--- src/rtl/fsk_period_demod.sv ---
module fsk_period_demod #(
  parameter int DIV_HALF = 64,
  parameter int RING_LEN = 10
) (
  input  logic clk,
  input  logic rst,
  input  logic comp_in,
  output logic carrier_out,
  output logic edge_pulse,
  output logic data_out
);
  localparam int DW  = (DIV_HALF > 1) ? $clog2(DIV_HALF) : 1;
  localparam int TAP = RING_LEN - 1;
  localparam logic [DW-1:0] DIV_LAST = DW'(DIV_HALF - 1);

  logic [DW-1:0]       div_cnt;
  logic                carrier_q;
  logic                tick;
  logic [2:0]          sync_q;
  logic [RING_LEN-1:0] ring;
  logic                bit_q;

  assign tick        = (div_cnt == DIV_LAST) && carrier_q;
  assign carrier_out = carrier_q;
  assign edge_pulse  = sync_q[1] & ~sync_q[2];
  assign data_out    = bit_q;

  always_ff @(posedge clk) begin
    if (rst) begin
      div_cnt   <= '0;
      carrier_q <= 1'b0;
    end else if (div_cnt == DIV_LAST) begin
      div_cnt   <= '0;
      carrier_q <= ~carrier_q;
    end else begin
      div_cnt <= div_cnt + 1'b1;
    end
  end

  always_ff @(posedge clk) begin
    if (rst) sync_q <= '0;
    else     sync_q <= {sync_q[1:0], comp_in};
  end

  always_ff @(posedge clk) begin
    if (rst || edge_pulse)      ring <= RING_LEN'(1);
    else if (tick && !ring[TAP]) ring <= ring << 1;
  end

  always_ff @(posedge clk) begin
    if (rst)             bit_q <= 1'b0;
    else if (edge_pulse) bit_q <= ring[TAP];
  end

  logic            chk_prev;
  logic [DW:0]     chk_gap;
  always_ff @(posedge clk) begin
    if (rst) begin
      chk_prev <= 1'b0;
      chk_gap  <= '0;
    end else begin
      chk_prev <= carrier_out;
      chk_gap  <= (carrier_out != chk_prev) ? (DW+1)'(1) : chk_gap + 1'b1;
    end
  end


  carrier_half_chk: assert property (@(posedge clk) disable iff (rst)
    (carrier_out != chk_prev) |-> (chk_gap == (DW+1)'(DIV_HALF)));


  pulse_width_chk: assert property (@(posedge clk) disable iff (rst)
    edge_pulse |=> !edge_pulse);


  data_hold_chk: assert property (@(posedge clk) disable iff (rst)
    !edge_pulse |=> $stable(data_out));


  data_rise_chk: assert property (@(posedge clk) disable iff (rst)
    $rose(data_out) |-> $past(ring[TAP]));


  ring_onehot_chk: assert property (@(posedge clk) disable iff (rst)
    $countones(ring) == 1);


  ring_hold_chk: assert property (@(posedge clk) disable iff (rst)
    (ring[TAP] && !edge_pulse) |=> ring[TAP]);
endmodule

--- config.mk ---
export PLATFORM = sky130hd
export DESIGN_NAME = fsk_period_demod
export DESIGN_NICKNAME = d
export VERILOG_FILES = /design/src/rtl/fsk_period_demod.sv
export SDC_FILE = /design/constraint.sdc
export NUM_CORES = 1
export LEC_CHECK = 0
export BUFFER_PORTS_ARGS = -buffer_cell sky130_fd_sc_hd__buf_2
export CAP_MARGIN = 20
export CORE_AREA = 4 4 42 44
export CTS_CLUSTER_DIAMETER = 40
export CTS_CLUSTER_SIZE = 10
export DETAILED_ROUTE_END_ITERATION = 10
export DIE_AREA = 0 0 46 48
export HOLD_SLACK_MARGIN = 0.06
export PLACE_DENSITY = 0.86
export SETUP_SLACK_MARGIN = 0.3
export SLEW_MARGIN = 25
export SYNTH_ARGS = -nofsm -noshare
export SYNTH_HDL_FRONTEND = slang
export SYNTH_SLANG_ARGS = --single-unit
--- constraint.sdc ---
create_clock -name clk -period 2.8 [get_ports clk]
set_clock_uncertainty 0.15 [all_clocks]
set_input_delay 0.56 -clock clk [delete_from_list [all_inputs] [get_ports clk]]
set_output_delay 0.56 -clock clk [all_outputs]
set_load 0.1 [all_outputs]
# Word-level counts from Yosys, hierarchy flattened
# Index checks and enable logic that the tools add are counted.
# W data, S select, Z words.
# word_totals
elab_cells	15
output_inout_bits	3
input_bits	3
reg_bits	21
# classes
addsub	1
reduce_logical	5
n_bitwise	3
n_eq_ne	1
# ops
op	count
$add A6 B1 Y6 const B	1
$eq A6 B6 Y1 const B	1
$logic_and A1 B1 Y1	2
$not A1 Y1	2
$reduce_or A2 Y1	1
$and A1 B1 Y1	1
$logic_not A1 Y1	1
$logic_or A1 B1 Y1	1

# Logic depth before layout (Yosys ltp)
# Gate-level depths: netlist of run 1.
# depth
depth_word	3
mapped_depth	5
depth_no_buf	4

# Worst setup path after synthesis of run 1
# Ideal clock, no wire load.
# synth_timing
kind	flip-flop to flip-flop
start	reg carrier_q (netlist: carrier_out)
end	reg ring[2]
stages_incl_launch_ff	5
t_arrival_ns	1.725
t_required_ns	2.578
setup_time_ns	0.072
path_slack_ns	0.854
path_cell_list	dfxtp_1 > inv_1 > nor4_2 > buf_6 > mux2i_1
# synth_via
elab_chain_len	2
# synth_rtl
element	line	source
start: declaration	17	logic carrier_q;
start signal: assignment	34	carrier_q <= ~carrier_q;
$logic_and A1 B1 Y1	23	assign tick = (div_cnt == DIV_LAST) && carrier_q;
$logic_and A1 B1 Y1	47	else if (tick && !ring[TAP]) ring <= ring << 1;
end signal: assignment	47	
end: declaration	20	logic [RING_LEN-1:0] ring;
# Every way passes these cells.
# A chain may end at the register's enable or synchronous reset.

# Worst setup path after layout of run 1
# layout_timing
start	reg sync_q[2]
end	out edge_pulse
# layout_via
elab_chain_len	2
# layout_rtl
element	line	source
start: declaration	19	logic [2:0] sync_q;
start signal: assignment	42	else sync_q <= {sync_q[1:0], comp_in};
$not A1 Y1	25	assign edge_pulse = sync_q[1] & ~sync_q[2];
$and A1 B1 Y1	25	
end: declaration	9	output logic edge_pulse,
# Every way passes these cells.

==> results.md, run 1 <==
- Status: completed
- Mapped Nets: 82
- Layout Cells excl Fill: 101
- Seq/Total Area, Yosys: 53.59%
- Sw Ratio: 22.34%
- Leakage power total: 0.0003091 uW
- Comb pwr share: 4.5%
- Fmax: 452.0 MHz
- Clock network power share: 30.0%
- Drt first-iter violations: 7
- Worst R2R Start: div_cnt[0]
- Skew-Pair Late Insertion Delay: 0.30 ns
- Hold path startpoint: data_out
- Clock sinks: 21
- RR Endpoint: ring[5]
- Routed Antenna Nets: 0
- Switch Pwr: 104.8 uW
- Initial Utilization: 54.62%
- Relative slew slack: 67.88%
- Largest net degree at the start of global routing: 14
- # hold bufs at CTS: 0
- Die ar.: 2208 um^2
- Hold path depth: 2
- Worst min-delay path endpoint: data_out
- Synth cell count leaders: dfxtp_1 (21), nand3_1 (10), mux2i_1 (8), nand2_1 (5), nor2_1 (4)
- FF-to-FF setup slack: 1.18 ns
- Critical path data arrival time: 1.50 ns
- Critical path class: reg -> out
- DIE WIDTH: 46 um
- Io pins: 6
- Core Box Area: 1436 um^2
- CP Capture Type: output pin
- Synth Flop Type: dfxtp_1
- Initial antenna violation count: 0
- Area occupied by registers: 420.4 um^2
- Final min period: 2.213 ns
- # diodes: 0
- Avg Cell Area, Syn: 10.06 um^2
- Port Buffer Count: 5
- Slew @ Worst Pin: 0.4851 ns
- Vias: 529
- Worst Path Required: 2.09 ns
- FP Rows: 14
- Total track usage: 12.67%
- DIE HEIGHT: 48 um
- TritonCTS clock tree: done
- Synth unique cells: 24
- Layout cells sized above 1: 15.29%
- RSZ-0062 raised after global routing: no
- FF+latch count, synth: 21
- Mapped Area: 784.5 um^2
- Post-placement cell count: 97
- # resized after CTS: 0
- Power Internal: 364.2 uW
- Post-synth EDFFs: 0
- Hold Crit Class: reg -> reg
- Period utilization: 79.02%
- Detailed Place HPWL: 821.6 um
- GP Congestion: 0.7030
- DRC violations left: 0
- Critical Path Start Type: flop
- Net count, final: 90
- Setup TNS: 0 ns
- Number of global-route vias before repair: 495
- Max cap viols: 0
- CTS clock-pin slew for the worst setup and hold paths: 0.12 ns
- Area delta synth->final: 7.815%
- Fraction of registers with async set/reset: 0%
- Overflow after GRT: 0
- Post-synth top area share: 53.59%
- Final WL: 1.140 mm
- IR drop worst, VDD: 0.3352 mV
- Fin. Hold Viols: 0
- Clock Tree Buf Depth: 2
- Largest cells by area after synthesis: dfxtp_1 (54%), mux2i_1 (10%), nand3_1 (6.4%)
- Pwr Density: 554.4 nW/um^2
- Warnings from Yosys: 0
- CP max FO: 11
- Cells on worst reg2reg path: 5
- Finish-stage setup viols: 0
- Area occupied by multi-input gates: 330.3 um^2
- Mean number of vias per cell: 5.238
- Number of H-tree levels: 1
- Sequential power share: 65.5%
- # fillers: 130
- Setup bufs post-CTS: 0
- First-pass GRT wire length: 1.945 mm
- Max-slew violations: 0
- Leading area contributor after synthesis: dfxtp_1
- TritonCTS Buffers: 3
- Router iterations before antenna repair: 4
- Routed wire length per instance: 11.29 um
- Most frequent cell after synthesis: dfxtp_1
- CTS root buffer: clkbuf_4
- Synth Instances: 78
## sequential cells by signal, summed over array words and instances (netlist names)
| register | cells |
|---|---|
| ring | 10 |
| div_cnt | 6 |
| sync_q | 3 |
| carrier_out | 1 |
| data_out | 1 |
## worst max path at each step
stage                      from          to  slack (ns)
finish                sync_q[2]  edge_pulse        0.59
global placement      sync_q[2]  edge_pulse        0.96
global route          sync_q[2]  edge_pulse        0.50
CTS                   sync_q[2]  edge_pulse        0.57
floorplan           carrier_out     ring[2]        0.85
detailed placement    sync_q[2]  edge_pulse        0.92
## power groups by stage
stage          clock network, uW  registers (uW)  logic, uW
2_1_floorplan                  0             313       17.3
3_3_place_gp                   0             314       21.0
3_5_place_dp                   0             314       21.5
4_1_cts                      145             307       21.6
5_1_grt                      152             308       24.1
6_report                     141             307       21.3
## routing by layer
layer | wire length, um | share of wire [%] | global-route usage (%) | up-vias
li1 | - | - | - | 278
met5 | 0 | 0 | 0 | -
met4 | 0 | 0 | 6.818 | 0
met1 | 586 | 51 | 15.23 | 243
met3 | 48 | 4.2 | 4.511 | 0
met2 | 505 | 44 | 19.78 | 8
## layout make-up
type,count,share of cell area [%]
sequential,21,49.70
inverter,4,1.775
multi-input combinational,50,39.05
tap,16,2.367
timing repair buffer,6,3.846
clock buffer,3,2.663
clock inverter,1,0.5917
## layout by cell type (no fill, tap or decap), types with 2 or more instances in the layout
master and instances:
a21oi_1 2, buf_2 5, clkbuf_4 3, dfxtp_1 21, inv_1 3, mux2i_1 8
nand2_1 5, nand3_1 10, nor2_1 4, nor2b_1 3, nor3_1 3, o21ai_0 3
or3_1 2, xor2_1 2
## logic make-up (layout without fill, tap and decap cells)
group / after synthesis / count (layout) / share of synthesized area [%]
and+or+nand+nor: 31 / 31 / 21.21
DFF: 21 / 21 / 53.59
adders and majority gates: 1 / 1 / 1.595
buffers and inverters: 7 / 14 / 4.305
AOI/OAI and AO/OA: 7 / 7 / 5.741
muxes: 8 / 8 / 10.21
xor gates and xnor gates: 3 / 3 / 3.350
## through the flow
stage                     utilization, %  cell area, um^2  hold slack [ns]  worst slack (ns)  total power (uW)
after CTS                          58.89            845.8           0.3136            0.5721             473.7
after global placement             56.97            818.3           0.2677            0.9567             334.6
after detailed placement           56.97            818.3           0.2863            0.9236             335.4
after global routing               58.89            845.8           0.3263            0.5026             484.2
after floorplan                        -            784.5           0.2638            0.8537             330.6
final                              58.89            845.8           0.3136            0.5874             468.9
## critical path, cell delays in order, from the launching register on
cell	delay, ns
dfxtp_1	0.31
nand2b_1	0.28
inv_1	0.17
buf_2	0.44
Power figures use the tool's default switching activity.
==> inputs of run 2 (changes only) <==
--- a/config.mk
+++ b/config.mk
@@ -7,13 +7,13 @@
 export LEC_CHECK = 0
 export BUFFER_PORTS_ARGS = -buffer_cell sky130_fd_sc_hd__buf_2
 export CAP_MARGIN = 20
-export CORE_AREA = 4 4 42 44
+export CORE_AREA = 4 4 43 45
 export CTS_CLUSTER_DIAMETER = 40
 export CTS_CLUSTER_SIZE = 10
 export DETAILED_ROUTE_END_ITERATION = 10
-export DIE_AREA = 0 0 46 48
+export DIE_AREA = 0 0 47 49
 export HOLD_SLACK_MARGIN = 0.06
-export PLACE_DENSITY = 0.86
+export PLACE_DENSITY = 0.83
 export SETUP_SLACK_MARGIN = 0.3
 export SLEW_MARGIN = 25
 export SYNTH_ARGS = -nofsm -noshare
==> constraint.sdc (replaced) <==
create_clock -name clk -period 2.1 [get_ports clk]
set_clock_uncertainty 0.15 [all_clocks]
set_input_delay 0.42 -clock clk [delete_from_list [all_inputs] [get_ports clk]]
set_output_delay 0.42 -clock clk [all_outputs]
set_load 0.1 [all_outputs]
==> run 2 against run 1 <==
Effect of this change:
- non-clock buffer count increased by 2
- sequential cell count unchanged
- sequential power increased by 34%
- combinational power increased by 43%
- clock power increased by 33%
- cell area increased by 2.8%
- largest cell class unchanged
==> results.md, run 2 (synthesized netlist as in run 1, its figures left out) <==
- Hold Crit Class: in -> reg
- Max-slew violations: 0
- Max cap viols: 0
- # hold bufs at CTS: 0
- TritonCTS Buffers: 3
- Die ar.: 2303 um^2
- Period utilization: 82.21%
- Post-route core utilization: 59.10%
- Critical path class: reg -> out
- Post-placement cell count: 98
- IR drop worst, VDD: 0.5353 mV
- CTS root buffer: clkbuf_4
- GP Congestion: 0.6822
- Biggest regs: ring: 10 flops, div_cnt: 6 flops, sync_q: 3 flops
- Number of H-tree levels: 1
- Final WL: 1.330 mm
- Final min period: 1.726 ns
- Layout cells sized above 1: 17.24%
- First-pass GRT wire length: 2.277 mm
- FF-to-FF setup slack: 0.48 ns
- RSZ-0062 raised after global routing: no
- Overflow after GRT: 0
- FP Rows: 14
- Hold path depth: 2
- Clock sinks: 21
- Critical path data arrival time: 1.16 ns
- DIE WIDTH: 47 um
- Port Buffer Count: 5
- Io pins: 6
- Pwr Density: 721.3 nW/um^2
- # diodes: 0
- CP max FO: 3
- Vias: 542
- DIE HEIGHT: 49 um
- Total track usage: 13.98%
- Commonest non-fill, non-tap cell in the layout: dfxtp_1
- Leakage power total: 0.0003170 uW
- Routed wire length per instance: 12.91 um
- Largest net degree at the start of global routing: 14
- Max reg flops: 10
- Routed Antenna Nets: 0
- Mean number of vias per cell: 5.262
- TritonCTS clock tree: done
- DRC violations left: 0
- Skew-Pair Late Insertion Delay: 0.30 ns
- Worst min-delay path endpoint: sync_q[0]
- Area delta synth->final: 10.85%
- Cells on worst reg2reg path: 5
- Relative slew slack: 67.34%
- Setup TNS: 0 ns
- Most frequent cells in the layout: dfxtp_1 (20), nand3_1 (10), mux2i_1 (8), nand2_1 (5), buf_2 (5)
- Worst Path Required: 1.53 ns
- Core Box Area: 1471 um^2
- Detailed Place HPWL: 899.9 um
- Fin. Hold Viols: 0
- CP Capture Type: output pin
- Initial antenna violation count: 0
- Initial Utilization: 53.32%
- Drt first-iter violations: 23
- Layout Cells excl Fill: 103
- RR Endpoint: ring[1]
- Worst R2R Start: div_cnt[0]
- Setup bufs post-CTS: 0
- Finish-stage setup viols: 0
- Clock Tree Buf Depth: 2
- Most flops, register: ring
- Status: completed
- Router iterations before antenna repair: 4
- Slew @ Worst Pin: 0.4933 ns
- Fmax: 579.2 MHz
- Number of global-route vias before repair: 507
- Hold path startpoint: comp_in
- Net count, final: 92
- CTS clock-pin slew for the worst setup and hold paths: 0.11 ns
- Critical Path Start Type: flop
[run 2: changes by cell type in the layout (fill, tap and decap cells not counted), sizes merged]
cell,previous run,this run
clkinv,2,1
clkbuf,3,4
buf,6,8
[run 2: power breakdown]
group | switching (uW) | internal (uW)
Combinational | 19.7 | 10.7
Clock | 113 | 74.0
Sequential | 4.60 | 405
Total | 137 | 490
[run 2: cell type report]
| type | count | area, um^2 |
|---|---|---|
| well taps | 16 | 20.02 |
| repair buffers | 8 | 47.55 |
| multi-input cells | 50 | 339.1 |
| fillers | 128 | 601.8 |
| inverters | 4 | 15.01 |
| clock buffers | 4 | 26.28 |
| flip-flops and latches | 21 | 421.7 |
[run 2: what timing repair did]
item,in CTS,in global routing
setup endpoints to repair,1,1
hold endpoints to repair,0,0
gates cloned,0,1
gates resized for setup,1,2
[run 2: per-layer routing]
layer	wire length (um)	track usage [%]	vias up	share of wire, %
li1	-	-	284	-
met1	632	19.37	243	48
met2	625	18.33	11	47
met3	50	4.428	4	3.8
met4	23	8.295	0	1.7
met5	0	0	-	0
[run 2: per-stage QoR]
step / total power [uW] / setup WS (ns) / hold WS [ns] / cell area (um^2)
after global placement: 447.7 / 0.5644 / 0.2848 / 827.0
after detailed placement: 448.5 / 0.5201 / 0.2897 / 827.0
after global routing: 660.0 / 0.3000 / 0.1978 / 869.6
after floorplan: 440.8 / 0.4926 / 0.2638 / 785.8
after CTS: 632.0 / 0.3564 / 0.1829 / 855.8
final: 627.2 / 0.3736 / 0.1819 / 869.6
[run 2: worst max path at each step]
stage / startpoint / endpoint / slack, ns / depth (start not counted)
2_1_floorplan: carrier_out / ring[2] / 0.49 / 4
4_1_cts: sync_q[2] / edge_pulse / 0.36 / 3
3_5_place_dp: div_cnt[0] / ring[7] / 0.52 / 5
6_report: sync_q[2] / edge_pulse / 0.37 / 3
5_1_grt: sync_q[2] / edge_pulse / 0.30 / 3
3_3_place_gp: div_cnt[0] / ring[3] / 0.56 / 5
[run 2: critical path: stages (launching register included)]
cell and delay (ns):
dfxtp_1 0.33, nand2b_1 0.15, inv_1 0.09, buf_4 0.29
